$ cat src/rtl/blkxfer_pkg.sv
package blkxfer_pkg;
  typedef enum logic [1:0] {
    ST_IDLE = 2'd0,
    ST_RD   = 2'd1,
    ST_EX   = 2'd2,
    ST_FIN  = 2'd3
  } seq_state_t;

  localparam int FLAG_W  = 8;
  localparam int FB_SIGN = 7;
  localparam int FB_ZERO = 6;
  localparam int FB_HALF = 4;
  localparam int FB_PV   = 2;
  localparam int FB_SUB  = 1;
  localparam int FB_CY   = 0;
endpackage

$ cat src/rtl/blkxfer_ctrl.sv
module blkxfer_ctrl
  import blkxfer_pkg::*;
(
  input  logic clk,
  input  logic rst_n,
  input  logic start,
  input  logic srch_in,
  input  logic rpt_in,
  input  logic cnt_last,
  input  logic match,
  output logic load,
  output logic rd_en,
  output logic step,
  output logic done,
  output logic busy,
  output logic srch_q,
  output logic rpt_q
);
  seq_state_t state_q, state_d;
  logic       stop;

  assign load  = (state_q == ST_IDLE) && start;
  assign rd_en = (state_q == ST_RD);
  assign step  = (state_q == ST_EX);
  assign done  = (state_q == ST_FIN);
  assign busy  = (state_q != ST_IDLE);
  assign stop  = !rpt_q || cnt_last || (srch_q && match);

  always_comb begin
    state_d = state_q;
    case (state_q)
      ST_IDLE: if (start) state_d = ST_RD;
      ST_RD:   state_d = ST_EX;
      ST_EX:   state_d = stop ? ST_FIN : ST_RD;
      ST_FIN:  state_d = ST_IDLE;
      default: state_d = ST_IDLE;
    endcase
  end

  always_ff @(posedge clk or negedge rst_n) begin
    if (!rst_n) begin
      state_q <= ST_IDLE;
      srch_q  <= 1'b0;
      rpt_q   <= 1'b0;
    end else begin
      state_q <= state_d;
      if (load) begin
        srch_q <= srch_in;
        rpt_q  <= rpt_in;
      end
    end
  end

  a_r8_done_single: assert property (@(posedge clk) disable iff (!rst_n)
    done |=> !done);
  a_r8_done_then_idle: assert property (@(posedge clk) disable iff (!rst_n)
    done |=> !busy);
  a_r10_mode_held: assert property (@(posedge clk) disable iff (!rst_n)
    (busy && $past(busy)) |-> ($stable(srch_q) && $stable(rpt_q)));
  a_r3_single_iteration: assert property (@(posedge clk) disable iff (!rst_n)
    (step && !rpt_q) |=> done);
endmodule

$ cat src/rtl/blkxfer_regs.sv
module blkxfer_regs #(
  parameter int AW = 16
) (
  input  logic          clk,
  input  logic          rst_n,
  input  logic          load,
  input  logic          step,
  input  logic          down_in,
  input  logic          srch,
  input  logic [AW-1:0] src_in,
  input  logic [AW-1:0] dst_in,
  input  logic [AW-1:0] cnt_in,
  output logic [AW-1:0] src_q,
  output logic [AW-1:0] dst_q,
  output logic [AW-1:0] cnt_q,
  output logic          cnt_last
);
  localparam int NPTR = 2;
  localparam logic [AW-1:0] ONE = AW'(1);

  logic          down_q;
  logic [AW-1:0] cnt_d;
  logic [AW-1:0] ptr_init [NPTR];
  logic [AW-1:0] ptr_q    [NPTR];
  logic          ptr_en   [NPTR];

  assign ptr_init[0] = src_in;
  assign ptr_init[1] = dst_in;
  assign ptr_en[0]   = step;
  assign ptr_en[1]   = step && !srch;
  assign src_q       = ptr_q[0];
  assign dst_q       = ptr_q[1];

  for (genvar g = 0; g < NPTR; g++) begin : g_ptr
    logic [AW-1:0] nxt;
    always_comb begin
      nxt = ptr_q[g];
      if (load)             nxt = ptr_init[g];
      else if (ptr_en[g])   nxt = down_q ? (ptr_q[g] - ONE) : (ptr_q[g] + ONE);
    end
    always_ff @(posedge clk or negedge rst_n) begin
      if (!rst_n) ptr_q[g] <= '0;
      else        ptr_q[g] <= nxt;
    end

    a_r9_ptr_wraps: assert property (@(posedge clk) disable iff (!rst_n)
      ptr_en[g] |=> (ptr_q[g] == ($past(down_q) ? $past(ptr_q[g]) - ONE
                                                : $past(ptr_q[g]) + ONE)));
  end

  assign cnt_last = ((cnt_q - ONE) == '0);

  always_comb begin
    cnt_d = cnt_q;
    if (load)      cnt_d = cnt_in;
    else if (step) cnt_d = cnt_q - ONE;
  end

  always_ff @(posedge clk or negedge rst_n) begin
    if (!rst_n) begin
      cnt_q  <= '0;
      down_q <= 1'b0;
    end else begin
      cnt_q <= cnt_d;
      if (load) down_q <= down_in;
    end
  end

  a_r1_count_drops: assert property (@(posedge clk) disable iff (!rst_n)
    step |=> (cnt_q == $past(cnt_q) - ONE));
  a_r2_dst_held: assert property (@(posedge clk) disable iff (!rst_n)
    (step && srch) |=> $stable(dst_q));
endmodule

$ cat src/rtl/blkxfer_flags.sv
module blkxfer_flags
  import blkxfer_pkg::*;
#(
  parameter int DW = 8
) (
  input  logic              clk,
  input  logic              rst_n,
  input  logic              load,
  input  logic              step,
  input  logic              srch,
  input  logic              cnt_last,
  input  logic [FLAG_W-1:0] flags_in,
  input  logic [DW-1:0]     key_in,
  input  logic [DW-1:0]     rdata,
  output logic [FLAG_W-1:0] flags_q,
  output logic              match
);
  localparam int HALF = DW / 2;

  logic [DW-1:0]     key_q;
  logic [DW-1:0]     diff;
  logic              half_borrow;
  logic [FLAG_W-1:0] step_flags;
  logic [FLAG_W-1:0] flags_d;

  assign diff        = key_q - rdata;
  assign half_borrow = key_q[HALF-1:0] < rdata[HALF-1:0];
  assign match       = (key_q == rdata);

  always_comb begin
    step_flags        = flags_q;
    step_flags[FB_PV] = !cnt_last;
    if (srch) begin
      step_flags[FB_SIGN] = diff[DW-1];
      step_flags[FB_ZERO] = (diff == '0);
      step_flags[FB_HALF] = half_borrow;
      step_flags[FB_SUB]  = 1'b1;
    end else begin
      step_flags[FB_HALF] = 1'b0;
      step_flags[FB_SUB]  = 1'b0;
    end
  end

  always_comb begin
    flags_d = flags_q;
    if (load)      flags_d = flags_in;
    else if (step) flags_d = step_flags;
  end

  always_ff @(posedge clk or negedge rst_n) begin
    if (!rst_n) begin
      flags_q <= '0;
      key_q   <= '0;
    end else begin
      flags_q <= flags_d;
      if (load) key_q <= key_in;
    end
  end

  a_r6_carry_kept: assert property (@(posedge clk) disable iff (!rst_n)
    step |=> (flags_q[FB_CY] == $past(flags_q[FB_CY])));
  a_r6_search_sub_set: assert property (@(posedge clk) disable iff (!rst_n)
    (step && srch) |=> flags_q[FB_SUB]);
  a_r5_copy_clears: assert property (@(posedge clk) disable iff (!rst_n)
    (step && !srch) |=> (!flags_q[FB_HALF] && !flags_q[FB_SUB]));
  a_r5_copy_sz_kept: assert property (@(posedge clk) disable iff (!rst_n)
    (step && !srch) |=> $stable(flags_q[FB_SIGN:FB_ZERO]));
  a_r7_pv_tracks: assert property (@(posedge clk) disable iff (!rst_n)
    step |=> (flags_q[FB_PV] == !$past(cnt_last)));
endmodule

$ cat src/rtl/blkxfer_seq.sv
module blkxfer_seq
  import blkxfer_pkg::*;
#(
  parameter int AW = 16,
  parameter int DW = 8
) (
  input  logic              clk,
  input  logic              rst_n,
  input  logic              start,
  input  logic              op_search,
  input  logic              dir_down,
  input  logic              repeat_en,
  input  logic [AW-1:0]     src_in,
  input  logic [AW-1:0]     dst_in,
  input  logic [AW-1:0]     cnt_in,
  input  logic [DW-1:0]     key_in,
  input  logic [FLAG_W-1:0] flags_in,
  output logic              busy,
  output logic              done,
  output logic [AW-1:0]     src_out,
  output logic [AW-1:0]     dst_out,
  output logic [AW-1:0]     cnt_out,
  output logic [FLAG_W-1:0] flags_out,
  output logic [AW-1:0]     mem_addr,
  output logic              mem_rd,
  output logic              mem_we,
  output logic [DW-1:0]     mem_wdata,
  input  logic [DW-1:0]     mem_rdata
);
  logic load, rd_en, step, srch_q, rpt_q, cnt_last, match;

  blkxfer_ctrl u_ctrl (
    .clk      (clk),
    .rst_n    (rst_n),
    .start    (start),
    .srch_in  (op_search),
    .rpt_in   (repeat_en),
    .cnt_last (cnt_last),
    .match    (match),
    .load     (load),
    .rd_en    (rd_en),
    .step     (step),
    .done     (done),
    .busy     (busy),
    .srch_q   (srch_q),
    .rpt_q    (rpt_q)
  );

  blkxfer_regs #(.AW(AW)) u_regs (
    .clk      (clk),
    .rst_n    (rst_n),
    .load     (load),
    .step     (step),
    .down_in  (dir_down),
    .srch     (srch_q),
    .src_in   (src_in),
    .dst_in   (dst_in),
    .cnt_in   (cnt_in),
    .src_q    (src_out),
    .dst_q    (dst_out),
    .cnt_q    (cnt_out),
    .cnt_last (cnt_last)
  );

  blkxfer_flags #(.DW(DW)) u_flags (
    .clk      (clk),
    .rst_n    (rst_n),
    .load     (load),
    .step     (step),
    .srch     (srch_q),
    .cnt_last (cnt_last),
    .flags_in (flags_in),
    .key_in   (key_in),
    .rdata    (mem_rdata),
    .flags_q  (flags_out),
    .match    (match)
  );

  assign mem_rd    = rd_en;
  assign mem_we    = step && !srch_q;
  assign mem_addr  = rd_en ? src_out : dst_out;
  assign mem_wdata = mem_rdata;

  a_r1_rd_we_apart: assert property (@(posedge clk) disable iff (!rst_n)
    !(mem_rd && mem_we));
  a_r1_write_follows_read: assert property (@(posedge clk) disable iff (!rst_n)
    (mem_rd && !srch_q) |=> mem_we);
  a_r2_search_no_write: assert property (@(posedge clk) disable iff (!rst_n)
    srch_q |-> !mem_we);
  a_r3_copy_ends_at_zero: assert property (@(posedge clk) disable iff (!rst_n)
    (done && rpt_q && !srch_q) |-> (cnt_out == '0));
endmodule

$ cat config.mk
export PLATFORM = sky130hd
export DESIGN_NAME = blkxfer_seq
export DESIGN_NICKNAME = d
export VERILOG_FILES = /design/src/rtl/blkxfer_pkg.sv /design/src/rtl/blkxfer_ctrl.sv /design/src/rtl/blkxfer_regs.sv /design/src/rtl/blkxfer_flags.sv /design/src/rtl/blkxfer_seq.sv
export SDC_FILE = /design/constraint.sdc
export NUM_CORES = 1
export LEC_CHECK = 0
export BUFFER_PORTS_ARGS = -buffer_cell sky130_fd_sc_hd__buf_2
export CORE_AREA = 10 10 139 141
export DETAILED_ROUTE_END_ITERATION = 8
export DIE_AREA = 0 0 149 151
export PLACE_DENSITY_LB_ADDON = 0.05
export SKIP_LAST_GASP = 1
export SYNTH_ARGS = -nofsm -noshare
export SYNTH_HDL_FRONTEND = slang
export SYNTH_SLANG_ARGS = --single-unit
export TNS_END_PERCENT = 10
$ cat constraint.sdc
create_clock -name clk -period 6.9 [get_ports clk]
set_input_delay 1.38 -clock clk [delete_from_list [all_inputs] [get_ports clk]]
set_output_delay 1.38 -clock clk [all_outputs]
set_load 0.02 [all_outputs]
; Word-level counts from Yosys, hierarchy flattened
; Cells that the tools add are included.
[op_classes]
reduce_logical = 16
add_sub_neg = 6
muxes = 17
order_cmp = 1
n_eq_ne = 5
[op_table]
columns = cell, count
row1 = two-way mux 16 bit, 9
row2 = subtractor 16 x 1 -> 16 bit (second input constant), 3
row3 = adder 16 x 1 -> 16 bit (second input constant), 2
row4 = logical NOT 16 bit, 1
row5 = two-way mux 8 bit, 2
row6 = equality test 8 bit, 1
row7 = logical NOT 8 bit, 1
row8 = case mux 2 bit (4 select lines), 1
row9 = nonzero test 2 bit, 4
row10 = subtractor 8 bit, 1
row11 = two-way mux 2 bit, 3
row12 = equality test 2 bit (second input constant), 2
row13 = less-than comparator 4 bit, 1
row14 = logical AND 1 bit, 3
row15 = logical NOT 1 bit, 3
row16 = equality test 2 x 1 -> 1 bit (second input constant), 1
row17 = logical NOT 2 bit, 1
row18 = logical OR 1 bit, 2
row19 = two-way mux 1 bit, 2
row20 = != test 2 bit (second input constant), 1
row21 = AND reduction 2 bit, 1
[word_totals]
output_inout_bits = 84
ff_bits = 69
in_bits = 78
elab_cells = 56

; Longest topological paths before layout
[depth]
ltp_word = 6
mapped_depth = 9
depth_no_buf = 9

; Hierarchy
; Synthesis repeated with hierarchy kept, for this count alone.
[unflattened]
cells_unflattened = 615
area_unflattened_um2 = 5535.3
[by_module_without_submodules]
columns = mod, area_per_inst_um2, seq_area_each_um2, n_inst, cells_per_inst
row1 = blkxfer_regs, 4032.6, 1226.2, 1, 473
row2 = blkxfer_flags, 978.4, 400.4, 1, 98
row3 = blkxfer_seq, 315.3, 0.0, 1, 27
row4 = blkxfer_ctrl, 209.0, 100.1, 1, 17

; Least setup slack after synthesis
; No wires, ideal clock.
[synth_timing]
kind = input to register
from = in mem_rdata[1]
to = reg u_flags.flags_q[7]
setup_slack_ps = 3799
setup_time_ps = 77
path_buffers = 0
required_time_ps = 6823
path_stages = 9
arrival_ps = 3024
cell_sequence = inv_1 ha_1 nor2b_1 o31a_1 or2_1 a21o_1 a2111oi_0 a31oi_1 o21ai_1
[synth_between]
elab_chain_cells = 4
[synth_rtl]
columns = element, line
row1 = start: declaration, blkxfer_seq.sv:28  ; input logic [DW-1:0] mem_rdata
row2 = subtractor 8 bit, blkxfer_flags.sv:26  ; assign diff = key_q - rdata;
row3 = two-way mux 2 bit, blkxfer_flags.sv:33  ; if (srch) begin
row4 = two-way mux 8 bit, blkxfer_flags.sv:47  ; else if (step) flags_d = step_flags;
row5 = two-way mux 8 bit, blkxfer_flags.sv:46  ; if (load) flags_d = flags_in;
row6 = end signal: assignment, blkxfer_flags.sv:55  ; flags_q <= flags_d;
row7 = end: declaration, blkxfer_flags.sv:15  ; output logic [FLAG_W-1:0] flags_q,
; Every way passes these cells. The select of a mux whose other input is x is not followed.
; A chain may end at the register's enable or synchronous reset.

; Final worst setup path
[layout_timing]
from = reg u_ctrl.state_q[0]
to = out mem_addr[7]
[layout_between]
elab_chain_cells = 2
[layout_rtl]
columns = element, line
row1 = start: declaration, blkxfer_ctrl.sv:19  ; seq_state_t state_q, state_d;
row2 = start signal: assignment, blkxfer_ctrl.sv:46  ; state_q <= state_d;
row3 = equality test 2 x 1 -> 1 bit, blkxfer_ctrl.sv:23  ; assign rd_en = (state_q == ST_RD);
row4 = two-way mux 16 bit, blkxfer_seq.sv:81  ; assign mem_addr = rd_en ? src_out : dst_out;
row5 = end: declaration, blkxfer_seq.sv:24  ; output logic [AW-1:0] mem_addr,
; Every way passes these cells.

==> impl_metrics.tcl <==
set metrics [dict create \
    min-delay-path-class "flop to flop" \
    fmax_mhz 219.4 \
    areaGrowthSynthToFinish_pct 25.40 \
    final_util 0.3951 \
    ios 162 \
    synthTopCellsByArea "dfrtp_1 (33%), ha_1 (8.9%), nand2_1 (6.2%)" \
    leakagePower_nw 3.013 \
    gr-total-overflow 0 \
    ys_seq_area_frac 0.3329 \
    ys_types 61 \
    synth.largest_area_cell "dfrtp_1" \
    die_h_um 151 \
    synth_nets 742 \
    hpwl_mm 14.09 \
    hold_viol_final 0 \
    maxSlewViolCount 0 \
    drtIter0Drc 221 \
    drcViolationCount 0 \
    antenna_found_initial 0 \
    io_buffer_count 161 \
    grt_pass1_vias 5412 \
    diodes 0 \
    setup.worst_path.end "mem_addr[7]" \
    relSlewSlack 0.2511 \
    max_stage_delay_ns 0.96 \
    root_buffer "clkbuf_16" \
    synth_mux_area_frac 0.03449 \
    cts_tree "built" \
    gp_congestion 0.8376 \
    critPathCaptureType "output port" \
    final_common_cell "buf_2" \
    synth_top_area_frac 0.3329 \
    numClockSinks 69 \
    tns_ns 0 \
    die_x_um 149 \
    rsz0062_at_grt "false" \
    num_rows 47 \
    num-nets-final 886 \
    avgSynthCellArea_um2 8.300 \
    totalWireLength_mm 19.27 \
    synth_compound_area_frac 0.2631 \
    synth_seq_cells 69 \
    yosys.area_share.simple 0.1708 \
    outcome "finished, final reports clean" \
    grt_max_degree 70 \
    cp_max_fo 21 \
    worstSetupStartpoint "u_ctrl.state_q[0]" \
    core_area_um2 16470 \
    die_area_um2 22500 \
    synth_xor_area_frac 0.04727 \
    post-route-period-util 0.6605 \
    r2r_slack_ns 3.44 \
    drv_cap 0 \
    r2r-start "u_ctrl.state_q[1]" \
    synth_area_um2 5187 \
    grt_pass1_wl_mm 29.88 \
    synth_top_family_by_area "compound AO/OA/AOI/OAI gates" \
    synth_edf_count 0 \
    drtPass1Iterations 5 \
    hold_buffers 0 \
    worst_r2r_endpoint "u_regs.dst_q[13]" \
    path_cells "clkinv_1 -> nor2_2 -> mux2_2 -> buf_2" \
    antenna_left 0 \
    cp.required_ns 5.52 \
    clock_skew_ns 0.008484 \
    track_usage 0.1680 \
    start_util 0.3150 \
    p_per_area_nw_per_um2 626.9 \
    yosys_warnings 0 \
    synthFlopType "dfrtp_1" \
    cts.path.max_buffers 2 \
    cts_buffers 9 \
    clk_latency_ns 0.35 \
    cts_setup_buffers 0 \
    worst-r2r-cell-count 8 \
    synthCells 625 \
    postSynth.asyncResetShare 1.000 \
    crit_arrival_ns 3.18 \
    path_class "flop to output port" \
    cts_resized 0 \
    fin_total_pwr_mw 4.078 \
    ctsHtreeMaxLevel 3 \
    wl_per_cell_um 19.39 \
    synthAdderAreaFrac 0.09696 \
    routed-via-count 5292 \
    start_kind "flop" \
    vias_per_cell 5.324 \
    min_period_ns 4.557 \
    vdd_drop_max_uv 297.1 \
    tightest_slew_ns 1.122 \
    final_cell_mix "buf_2 (160), nand2_1 (85), dfrtp_1 (69)" \
    drive_gt1_frac 0.2687 \
    cp_slowest_cell "nor2_2" \
    setup_viol 0 \
    path_clk_slew_ns 0.06 \
    n_fill_cell 1784 \
]
## cell families after synthesis
family,after synthesis
buffers and inverters,65
XOR/XNOR,28
multiplexers,16
flip-flops,69
AND/OR/NAND/NOR,189
adder cells (fa/ha/maj),39
AO/OA/AOI/OAI,219
## state kept, by name, indices dropped and copies added (netlist names)
signal           cells
u_flags.flags_q      8
u_ctrl.rpt_q         1
u_regs.down_q        1
u_flags.key_q        8
u_regs.dst_q        16
u_regs.src_q        16
u_regs.cnt_q        16
u_ctrl.state_q       2
u_ctrl.srch_q        1
## metal layers
layer / vias to the layer above / GRT usage / share of wire
li1: 2575 / - / -
met1: 2524 / 0.2194 / 0.46
met2: 167 / 0.2667 / 0.46
met3: 26 / 0.03789 / 0.059
met4: 0 / 0.05986 / 0.019
met5: - / 0 / 0
## layout make-up
class                   count  area (um^2)  share of cell area
clock buffers              10        239.0             0.03674
well taps                 220        275.3             0.04232
flip-flops and latches     69         1727              0.2654
clock inverters             6        110.1             0.01693
repair buffers            166        845.8              0.1300
multi-input cells         491         3188              0.4901
inverters                  32        120.1             0.01847
## synthesized netlist by cell type, types with 2 or more instances
library cell	n
nand2_1	85
dfrtp_1	69
a21oi_1	63
o21ai_0	43
nor2_1	40
ha_1	37
inv_1	30
o22ai_1	21
clkbuf_1	19
mux2_2	15
xnor2_1	15
a22oi_1	13
xor2_1	13
nor3_1	12
nand3_1	10
o21ai_1	10
o21a_1	9
buf_4	8
nor4_1	8
a211oi_1	7
a21o_1	7
nand2b_1	7
nor2b_1	7
a31oi_1	6
o31a_1	6
o32ai_1	6
a32oi_1	5
buf_1	4
o211ai_1	4
o21bai_1	4
o31ai_1	3
or3_1	3
clkinv_1	2
fa_1	2
nand4_1	2
o22a_1	2
o32a_1	2
or2_2	2
or4_1	2
## critical path: cells and delay by family (launching register included)
family / cells / cell delay, ns
buf+inv: 2 / 0.60
mux: 1 / 0.42
simple gates: 1 / 0.96
flops: 1 / 0.83
## through the flow
step           hold WS (ns)  area [um^2]  worst slack (ns)  instances
3_5_place_dp         0.4618         6156             2.710        978
3_3_place_gp         0.4537         6156             2.852        978
6_report             0.4745         6505             2.343        994
4_1_cts              0.4781         6505             2.299        994
5_1_grt              0.5006         6505             2.128        994
2_1_floorplan        0.4453         5187             3.799        625
## worst min path at each step
stage                                     to  slack [ns]                from  cells past startpoint
after floorplan                 u_ctrl.rpt_q        0.45        u_ctrl.rpt_q                      2
after CTS                 u_flags.flags_q[5]        0.48  u_flags.flags_q[5]                      2
after global placement    u_flags.flags_q[0]        0.45  u_flags.flags_q[0]                      2
final                     u_flags.flags_q[5]        0.47  u_flags.flags_q[5]                      2
after detailed placement  u_flags.flags_q[5]        0.46  u_flags.flags_q[5]                      2
after global routing      u_flags.flags_q[0]        0.50  u_flags.flags_q[0]                      2
## power breakdown
group          switching, mW  internal (mW)
sequential             0.288          0.606
clock                  0.199          0.363
combinational           1.60           1.03
No activity file was read; power rests on OpenSTA's default activity.
